### src/rtl/hw_ctl_pkg.sv
package hw_ctl_pkg;
  parameter int unsigned InstrW = 16;
  parameter int unsigned AddrW  = 12;
  parameter int unsigned OpW    = 3;
  parameter int unsigned SeqW   = 4;

  localparam int unsigned OpN   = 1 << OpW;
  localparam int unsigned SeqN  = 1 << SeqW;
  localparam int unsigned OpLsb = AddrW;
  localparam int unsigned ModeBit = AddrW + OpW;

  typedef struct packed {
    logic             mode;
    logic [OpW-1:0]   op;
    logic [AddrW-1:0] addr;
  } instr_t;
endpackage

### src/rtl/hw_onehot_dec.sv
module hw_onehot_dec #(
  parameter int unsigned SelW = 3,
  localparam int unsigned OutN = 1 << SelW
) (
  input  logic [SelW-1:0] sel_i,
  output logic [OutN-1:0] dec_o
);
  for (genvar g = 0; g < OutN; g++) begin : g_line
    assign dec_o[g] = (sel_i == SelW'(g));
  end
endmodule

### src/rtl/hw_instr_reg.sv
module hw_instr_reg
  import hw_ctl_pkg::*;
(
  input  logic              clk_i,
  input  logic              rst_ni,
  input  logic              load_i,
  input  logic [InstrW-1:0] instr_i,
  output instr_t            ir_o,
  output logic              mode_o
);
  instr_t ir_q;
  logic   mode_q;

  always_ff @(posedge clk_i or negedge rst_ni) begin
    if (!rst_ni) begin
      ir_q   <= '0;
      mode_q <= 1'b0;
    end else if (load_i) begin
      ir_q   <= instr_t'(instr_i);
      mode_q <= instr_i[ModeBit];
    end
  end

  assign ir_o   = ir_q;
  assign mode_o = mode_q;

  a_r1_load_captures: assert property (@(posedge clk_i) disable iff (!rst_ni)
    load_i |=> (ir_q == instr_t'($past(instr_i))));
  a_r2_hold_when_idle: assert property (@(posedge clk_i) disable iff (!rst_ni)
    !load_i |=> ($stable(ir_q) && $stable(mode_q)));
  a_r4_mode_tracks_bit: assert property (@(posedge clk_i) disable iff (!rst_ni)
    mode_q == ir_q.mode);
endmodule

### src/rtl/hw_seq_counter.sv
module hw_seq_counter
  import hw_ctl_pkg::*;
(
  input  logic            clk_i,
  input  logic            rst_ni,
  input  logic            inc_i,
  input  logic            clr_i,
  output logic [SeqW-1:0] cnt_o
);
  logic [SeqW-1:0] cnt_q, cnt_d;

  always_comb begin
    cnt_d = cnt_q;
    if (clr_i)      cnt_d = '0;
    else if (inc_i) cnt_d = cnt_q + 1'b1;  // natural wrap at 2**SeqW
  end

  always_ff @(posedge clk_i or negedge rst_ni) begin
    if (!rst_ni) cnt_q <= '0;
    else         cnt_q <= cnt_d;
  end

  assign cnt_o = cnt_q;

  a_r8_clear_wins: assert property (@(posedge clk_i) disable iff (!rst_ni)
    clr_i |=> (cnt_q == '0));
  a_r6_step_up: assert property (@(posedge clk_i) disable iff (!rst_ni)
    (inc_i && !clr_i && cnt_q != '1) |=> (cnt_q == SeqW'($past(cnt_q) + 1'b1)));
  a_r7_wrap: assert property (@(posedge clk_i) disable iff (!rst_ni)
    (inc_i && !clr_i && cnt_q == '1) |=> (cnt_q == '0));
  a_r9_idle_hold: assert property (@(posedge clk_i) disable iff (!rst_ni)
    (!inc_i && !clr_i) |=> $stable(cnt_q));
endmodule

### src/rtl/hw_ctl_front.sv
module hw_ctl_front
  import hw_ctl_pkg::*;
(
  input  logic              clk_i,
  input  logic              rst_ni,
  input  logic              ir_load_i,
  input  logic [InstrW-1:0] instr_i,
  input  logic              sc_inc_i,
  input  logic              sc_clr_i,
  output logic [OpN-1:0]    op_o,
  output logic              mode_o,
  output logic [AddrW-1:0]  addr_o,
  output logic [SeqN-1:0]   timing_o
);
  instr_t          ir;
  logic [SeqW-1:0] cnt;

  hw_instr_reg u_ir (
    .clk_i   (clk_i),
    .rst_ni  (rst_ni),
    .load_i  (ir_load_i),
    .instr_i (instr_i),
    .ir_o    (ir),
    .mode_o  (mode_o)
  );

  hw_onehot_dec #(.SelW(OpW)) u_op_dec (
    .sel_i (ir.op),
    .dec_o (op_o)
  );

  hw_seq_counter u_sc (
    .clk_i  (clk_i),
    .rst_ni (rst_ni),
    .inc_i  (sc_inc_i),
    .clr_i  (sc_clr_i),
    .cnt_o  (cnt)
  );

  hw_onehot_dec #(.SelW(SeqW)) u_t_dec (
    .sel_i (cnt),
    .dec_o (timing_o)
  );

  assign addr_o = ir.addr;

  a_r3_op_line: assert property (@(posedge clk_i) disable iff (!rst_ni)
    $onehot(op_o) && op_o[ir.op]);
  a_r5_timing_line: assert property (@(posedge clk_i) disable iff (!rst_ni)
    $onehot(timing_o) && timing_o[cnt]);
  a_r8_t0_after_clear: assert property (@(posedge clk_i) disable iff (!rst_ni)
    sc_clr_i |=> timing_o[0]);
  a_r1_addr_follows: assert property (@(posedge clk_i) disable iff (!rst_ni)
    ir_load_i |=> (addr_o == $past(instr_i[AddrW-1:0])));
endmodule

### config.mk
export PLATFORM = sky130hd
export DESIGN_NAME = hw_ctl_front
export DESIGN_NICKNAME = d
export VERILOG_FILES = /design/src/rtl/hw_ctl_pkg.sv /design/src/rtl/hw_onehot_dec.sv /design/src/rtl/hw_instr_reg.sv /design/src/rtl/hw_seq_counter.sv /design/src/rtl/hw_ctl_front.sv
export SDC_FILE = /design/constraint.sdc
export NUM_CORES = 1
export LEC_CHECK = 0
export ABC_CLOCK_PERIOD_IN_PS = 2200
export BUFFER_PORTS_ARGS = -buffer_cell sky130_fd_sc_hd__buf_2
export CAP_MARGIN = 20
export CORE_UTILIZATION = 45
export CTS_BUF_LIST = sky130_fd_sc_hd__clkbuf_8
export DETAILED_ROUTE_END_ITERATION = 7
export MAX_ROUTING_LAYER = met4
export PLACE_DENSITY_LB_ADDON = 0.1
export SETUP_SLACK_MARGIN = 0.15
export SYNTH_ARGS = -nofsm -noshare
export SYNTH_HDL_FRONTEND = slang
export SYNTH_SLANG_ARGS = --single-unit
### constraint.sdc
create_clock -name clk_i -period 2.2 [get_ports clk_i]
set_clock_uncertainty 0.2 [all_clocks]
set_input_delay 0.44 -clock clk_i [delete_from_list [all_inputs] [get_ports clk_i]]
set_output_delay 0.44 -clock clk_i [all_outputs]
set_load 0.005 [all_outputs]
==> qor.yml, run 1 <==
routing:
  drc_errors: 0
  via_count: 816
  first_pass_iters: 3
  drt_wl_total_um: 2020
  ant_nets: 0
  viasPerCell: 4.77
  wire_per_inst_um: 11.8
  drt_iter0_drc: 3
sta:
  holdWs_ps: 183
  fin_crit_sh_pct: 89.3
  hold_violations: 0
  rsz0062_at_grt: "false"
  period_minus_slack_ps: 1960
  tightestPinTransition_ps: 451
  fmax_mhz: 509
  setup_tns_ps: 0
  slew_viol_final: 0
  setup_ws_ps: 235
  setup_viol: 0
  slew_headroom_pct: 69.9
worst_setup_path:
  worstSetupPathType: "register to output port"
  cp_max_fo: 5
  worstSetupStartpointType: "register"
  arrival_ps: 1320
  end_kind: "output port"
  required_ps: 1560
synthesis:
  syn_inst: 95
  synthFlopType: "dfrtp_1"
  ys_seq_elements: 20
  async_reset_ff_share_pct: 100
  ys_warn_count: 0
  synth_area_sq_mm: 0.00115
  synth_area_leaders: "dfrtp_1 44%, mux2_4 14%, buf_4 7.9%"
  synth_cell_types: 23
  syn_nets: 120
  avgSynthCellArea_sq_um: 12.1
  yosysSeqAreaShare_pct: 43.6
  synth_edf_count: 0
  synth_top_area_cell: "dfrtp_1"
  synth_top_area_share_pct: 43.6
die:
  die-area_sq_mm: 0.00276
  start_util_pct: 49.9
  die_w_um: 52.5
  rows: 17
  boundaryPins: 58
  die_y_um: 52.5
  core_sq_mm: 0.00230
global_routing:
  grt_pass1_vias: 705
  grt_pass1_wl_um: 3000
  grt_max_degree: 21
  grt_usage_pct: 15.9
  overflow: 0
  antenna_found_initial: 0
power:
  ir_worst_vdd_v: 0.000478
  p_per_area_mw_per_mm2: 663
  leakage_nw: 0.808
placed_design:
  dp_slack_ps: 504
  place_area_sq_mm: 0.00136
  placedCellCount: 166
  hpwlAfterDp_um: 1540
  gp_congestion: 0.712
  numPortBuffers: 57
cts:
  cts_tree: "yes"
  cts_setup_buffers: 0
  insertion_delay_ps: 260
  numCtsBuffers: 3
  cts-root-buf: "clkbuf_8"
  clkTransAtPathRegs_ps: 80
  cts_max_level: 1
  clkSinkCount: 20
  cts_buffer_depth: 2
layout:
  diodes: 0
  nets: 169
  postLayoutCellArea_sq_mm: 0.00144
  fillers: 199
  syn_to_final_growth_pct: 25.2
  drive_gt1_share_pct: 56.6
  instances_no_fill: 171
run_status:
  status: "finished clean"
worst_hold_path:
  hold_path.class: "input pin to register"
run:
  drv_cap: 0
-- metrics by stage --
step	power (mW)	util, %
floorplan	0.550	-
global placement	0.591	59.0
detailed placement	0.599	59.0
CTS	0.969	62.5
global route	1.00	62.5
finish	0.953	62.5
-- area by class of cell --
class | count | area, sq um | share of cell area [%]
Clock buffer | 3 | 41.3 | 2.87
Clock inverter | 1 | 30.0 | 2.09
Inverter | 2 | 7.51 | 0.523
Multi-Input combinational cell | 59 | 527 | 36.7
Sequential cell | 20 | 500 | 34.8
Tap cell | 28 | 35.0 | 2.44
Timing Repair Buffer | 58 | 295 | 20.6
-- cell usage after synthesis, drive strengths merged, types with 2 or more instances --
cell / instances
dfrtp: 20
and3b: 2
nor2b: 2
nor2: 5
inv: 2
ha: 4
and3: 5
buf: 14
and2: 12
mux2: 17
nor3b: 3
-- what timing repair did --
action	in CTS	in global routing
hold buffers	1	0
endpoints found under the hold margin	20	0
resized for setup	0	0
-- routing by layer --
| layer | global-route usage [%] | up-vias | wire length, um |
|---|---|---|---|
| met5 | - | - | 0 |
| met4 | 9.21 | 0 | 43 |
| met3 | 2.90 | 5 | 151 |
| met2 | 27.8 | 45 | 924 |
| met1 | 16.5 | 363 | 901 |
| li1 | - | 403 | - |
-- cells in the final DEF, fill, tap and decap left out --
cell type	n
xnor2_1	1
buf_2	57
nor2b_1	2
mux2i_1	1
nand3b_1	1
nand4_1	1
a21oi_1	1
and3_2	2
dlygate4sd3_1	1
and3b_1	2
and2b_1	1
and3_1	3
mux2_4	11
nor3b_1	3
and2_1	12
clkbuf_8	3
mux2_2	6
bufinv_16	1
inv_1	2
nand2_1	1
nor3_1	1
ha_1	4
a21bo_2	1
nor2_1	5
dfrtp_1	20
-- worst max-delay path, stage by stage, from the launching register on --
cell and delay, ps:
dfrtp_1 430, inv_1 80, ha_1 230, and3_2 210, buf_2 120
-- worst paths after layout --
check | endpoint | from | slack, ps | cells after the start
hold / removal | u_sc.cnt_o[2] | sc_clr_i | 180 | 2
hold reg to reg | u_ir.ir_o[3] | u_ir.ir_o[3] | 310 | 1
min in group asynchronous | u_ir.ir_o[10] | rst_ni | 450 | 2
max in group asynchronous | u_sc.cnt_o[1] | rst_ni | 1040 | 2
setup reg to reg | u_sc.cnt_o[2] | u_sc.cnt_o[0] | 880 | 3
setup / recovery | timing_o[14] | u_sc.cnt_o[0] | 240 | 4
-- state kept, by name (all words and copies together), names as in the netlist --
name,cells
u_ir.mode_o,1
u_sc.cnt_o,4
u_ir.ir_o,15
-- report_power, final --
part	internal [mW]	switching, mW	leakage, nW
Sequential	0.401	0.0288	0.241
Combinational	0.0981	0.0623	0.531
Clock	0.243	0.120	0.0357
Total	0.742	0.211	0.808
-- cell families (layout without fill, tap and decap cells) --
logic type                 Yosys count  count (layout)  synth area share [%]
xor gates and xnor gates             1               1                 0.763
AOI/OAI and AO/OA                    2               2                  1.31
muxes                               18              18                  21.2
and+or+nand+nor                     34              34                  18.3
adders and majority gates            4               4                  4.36
buffers and inverters               16              64                  10.5
DFF                                 20              20                  43.6
No activity file was read; power rests on OpenSTA's default activity.
==> run 2: changes to the inputs <==
--- a/config.mk
+++ b/config.mk
@@ -11,6 +11,7 @@
 export CORE_UTILIZATION = 45
 export CTS_BUF_LIST = sky130_fd_sc_hd__clkbuf_8
 export DETAILED_ROUTE_END_ITERATION = 7
+export GPL_TIMING_DRIVEN = 0
 export MAX_ROUTING_LAYER = met4
 export PLACE_DENSITY_LB_ADDON = 0.1
 export SETUP_SLACK_MARGIN = 0.15
==> run 2 against run 1 <==
  * Sequential power is essentially flat
  * Hold slack gained 5.9 ps
  * Core utilization grew 4.8 points
  * Sequential share of layout area shrank 2.3 points
  * Routed wire length shrank 3.0%
  * Cell area grew 7.7%
  * Critical path type unchanged
  * First-iteration DRC count shrank 33%
  * Critical path depth is the same
  * Maximum frequency grew 1.7%
  * Largest cell class unchanged
  * Global-route usage shrank 0.27 points
==> qor.yml, run 2 (synthesis gave the netlist of run 1 again) <==
die:
  core_sq_mm: 0.00230  # unchanged
  die-area_sq_mm: 0.00276  # unchanged
  rows: 17  # unchanged
  start_util_pct: 49.9  # unchanged
  die_w_um: 52.5  # unchanged
  die_y_um: 52.5  # unchanged
  boundaryPins: 58  # unchanged
routing:
  ant_nets: 0  # unchanged
  drt_iter0_drc: 2  # -1
  first_pass_iters: 2  # -1
  drc_errors: 0  # unchanged
  via_count: 840  # +2.9%
  drt_wl_total_um: 1960  # -3.0%
  viasPerCell: 4.57  # -4.3%
  wire_per_inst_um: 10.6  # -9.9%
sta:
  slew_viol_final: 0  # unchanged
  setup_tns_ps: 0  # unchanged
  fin_crit_sh_pct: 87.8  # -1.5 points
  tightestPinTransition_ps: 436  # -15.3 ps
  fmax_mhz: 518  # +1.7%
  slew_headroom_pct: 70.9  # +1.0 points
  rsz0062_at_grt: "false"
  hold_violations: 0  # unchanged
  setup_viol: 0  # unchanged
  period_minus_slack_ps: 1930  # -32.4 ps
cts:
  cts_tree: "yes"
  clkSinkCount: 20  # unchanged
  cts_buffer_depth: 2  # unchanged
  cts_max_level: 1  # unchanged
  cts-root-buf: "clkbuf_8"
  numCtsBuffers: 3  # unchanged
  clkTransAtPathRegs_ps: 70  # about the same
  insertion_delay_ps: 260  # about the same
  cts_setup_buffers: 0  # unchanged
layout:
  postLayoutCellArea_sq_mm: 0.00155  # +7.7%
  layout_commonest_cell: "buf_2"
  diodes: 0  # unchanged
  drive_gt1_share_pct: 61.5  # +4.9 points
  nets: 182  # +7.7%
  largest_reg_flops: 15  # unchanged
  syn_to_final_growth_pct: 34.8
  final_cell_mix: "56 x buf_2, 18 x dfrtp_1, 12 x and2_1, 12 x buf_4, 11 x mux2_4"
worst_setup_path:
  required_ps: 1560  # about the same
  cp_max_fo: 5  # unchanged
  endpoint: "timing_o[14]"
  end_kind: "output port"
  worstRegToRegCells: 3  # unchanged
  worstSetupPathType: "register to output port"
  critPathLaunch: "u_sc.cnt_o[0]"
  reg2reg_from: "u_sc.cnt_o[0]"
  arrival_ps: 1290  # -30 ps
  r2r_slack_ps: 880  # about the same
  worstSetupStartpointType: "register"
  r2r_end: "u_sc.cnt_o[2]"
placed_design:
  hpwlAfterDp_um: 1520  # -1.6%
  place_area_sq_mm: 0.00146  # +7.9%
  numPortBuffers: 56  # -1.8%
  gp_congestion: 0.695  # -2.3%
global_routing:
  overflow: 0  # unchanged
  grt_max_degree: 21  # unchanged
  grt_usage_pct: 15.6  # -0.27 points
  grt_pass1_vias: 699  # -0.85%
  grt_pass1_wl_um: 2980  # -0.70%
  antenna_found_initial: 0  # unchanged
run:
  drv_cap: 0  # unchanged
power:
  ir_worst_vdd_v: 0.000408  # -15%
  p_per_area_mw_per_mm2: 636  # -4.2%
  leakage_nw: 0.871  # +7.8%
worst_hold_path:
  hold_path.class: "input pin to register"
run_status:
  status: "finished clean"
## run 2: cell count changes in the layout (fill, tap and decap cells not counted)
| cell | previous run | this run |
|---|---|---|
| buf_4 | 0 | 12 |
| buf_6 | 0 | 2 |
| dfrtp_1 | 20 | 18 |
| dfrtp_2 | 0 | 2 |
| buf_2 | 57 | 56 |
## run 2: worst max-delay path, cell delays in order, from the launching register on
cell and delay, ps:
dfrtp_2 410, inv_1 70, ha_1 230, and3_2 210
buf_2 120
## run 2: worst min-delay path by stage
stage                     startpoint       endpoint  slack [ps]  depth (start not counted)
after floorplan               rst_ni   u_ir.ir_o[0]         -60                          0
after global placement        rst_ni   u_ir.ir_o[5]         200                          1
after detailed placement      rst_ni   u_ir.ir_o[5]         210                          1
after CTS                   sc_clr_i  u_sc.cnt_o[2]         190                          2
after global routing        sc_clr_i  u_sc.cnt_o[2]         190                          2
final                       sc_clr_i  u_sc.cnt_o[0]         190                          2
## run 2: per-stage QoR
stage | utilization [%] | cells | setup slack (ps) | power [mW] | hold WS, ps
3_3_place_gp | 63.7 | 179 | 521 | 0.624 | 204
6_report | 67.3 | 184 | 268 | 0.983 | 188
5_1_grt | 67.3 | 184 | 181 | 1.03 | 192
3_5_place_dp | 63.7 | 179 | 487 | 0.631 | 211
2_1_floorplan | - | 95 | 679 | 0.550 | -55.6
4_1_cts | 67.2 | 184 | 207 | 0.995 | 190
## run 2: power by group
part / leakage [nW] / switching (mW) / internal, mW
registers: 0.239 / 0.0297 / 0.401
clock network: 0.0357 / 0.117 / 0.243
logic: 0.597 / 0.0658 / 0.126
total: 0.871 / 0.213 / 0.770
## run 2: layer usage
metal  share of wire (%)  wire length, um  global-route usage, %
met1                  47              912                   18.6
met2                  43              851                   24.5
met3                 7.9              155                   2.90
met4                 2.0               40                   9.21
met5                   0                0                      -
## run 2: cell type report
| class | count | area, sq um |
|---|---|---|
| clock buffers | 3 | 41.3 |
| inverters | 2 | 7.51 |
| well taps | 28 | 35.0 |
| repair buffers | 57 | 290 |
| flip-flops and latches | 20 | 503 |
| fillers | 191 | 751 |
| multi-input cells | 59 | 527 |
| clock inverters | 1 | 30.0 |
| plain buffers | 14 | 113 |
## run 2: repair_timing
item | in CTS | in global routing
endpoints found under the setup margin | 0 | 3
gates resized for setup | 0 | 2
hold buffers | 1 | 0
endpoints found under the hold margin | 20 | 0
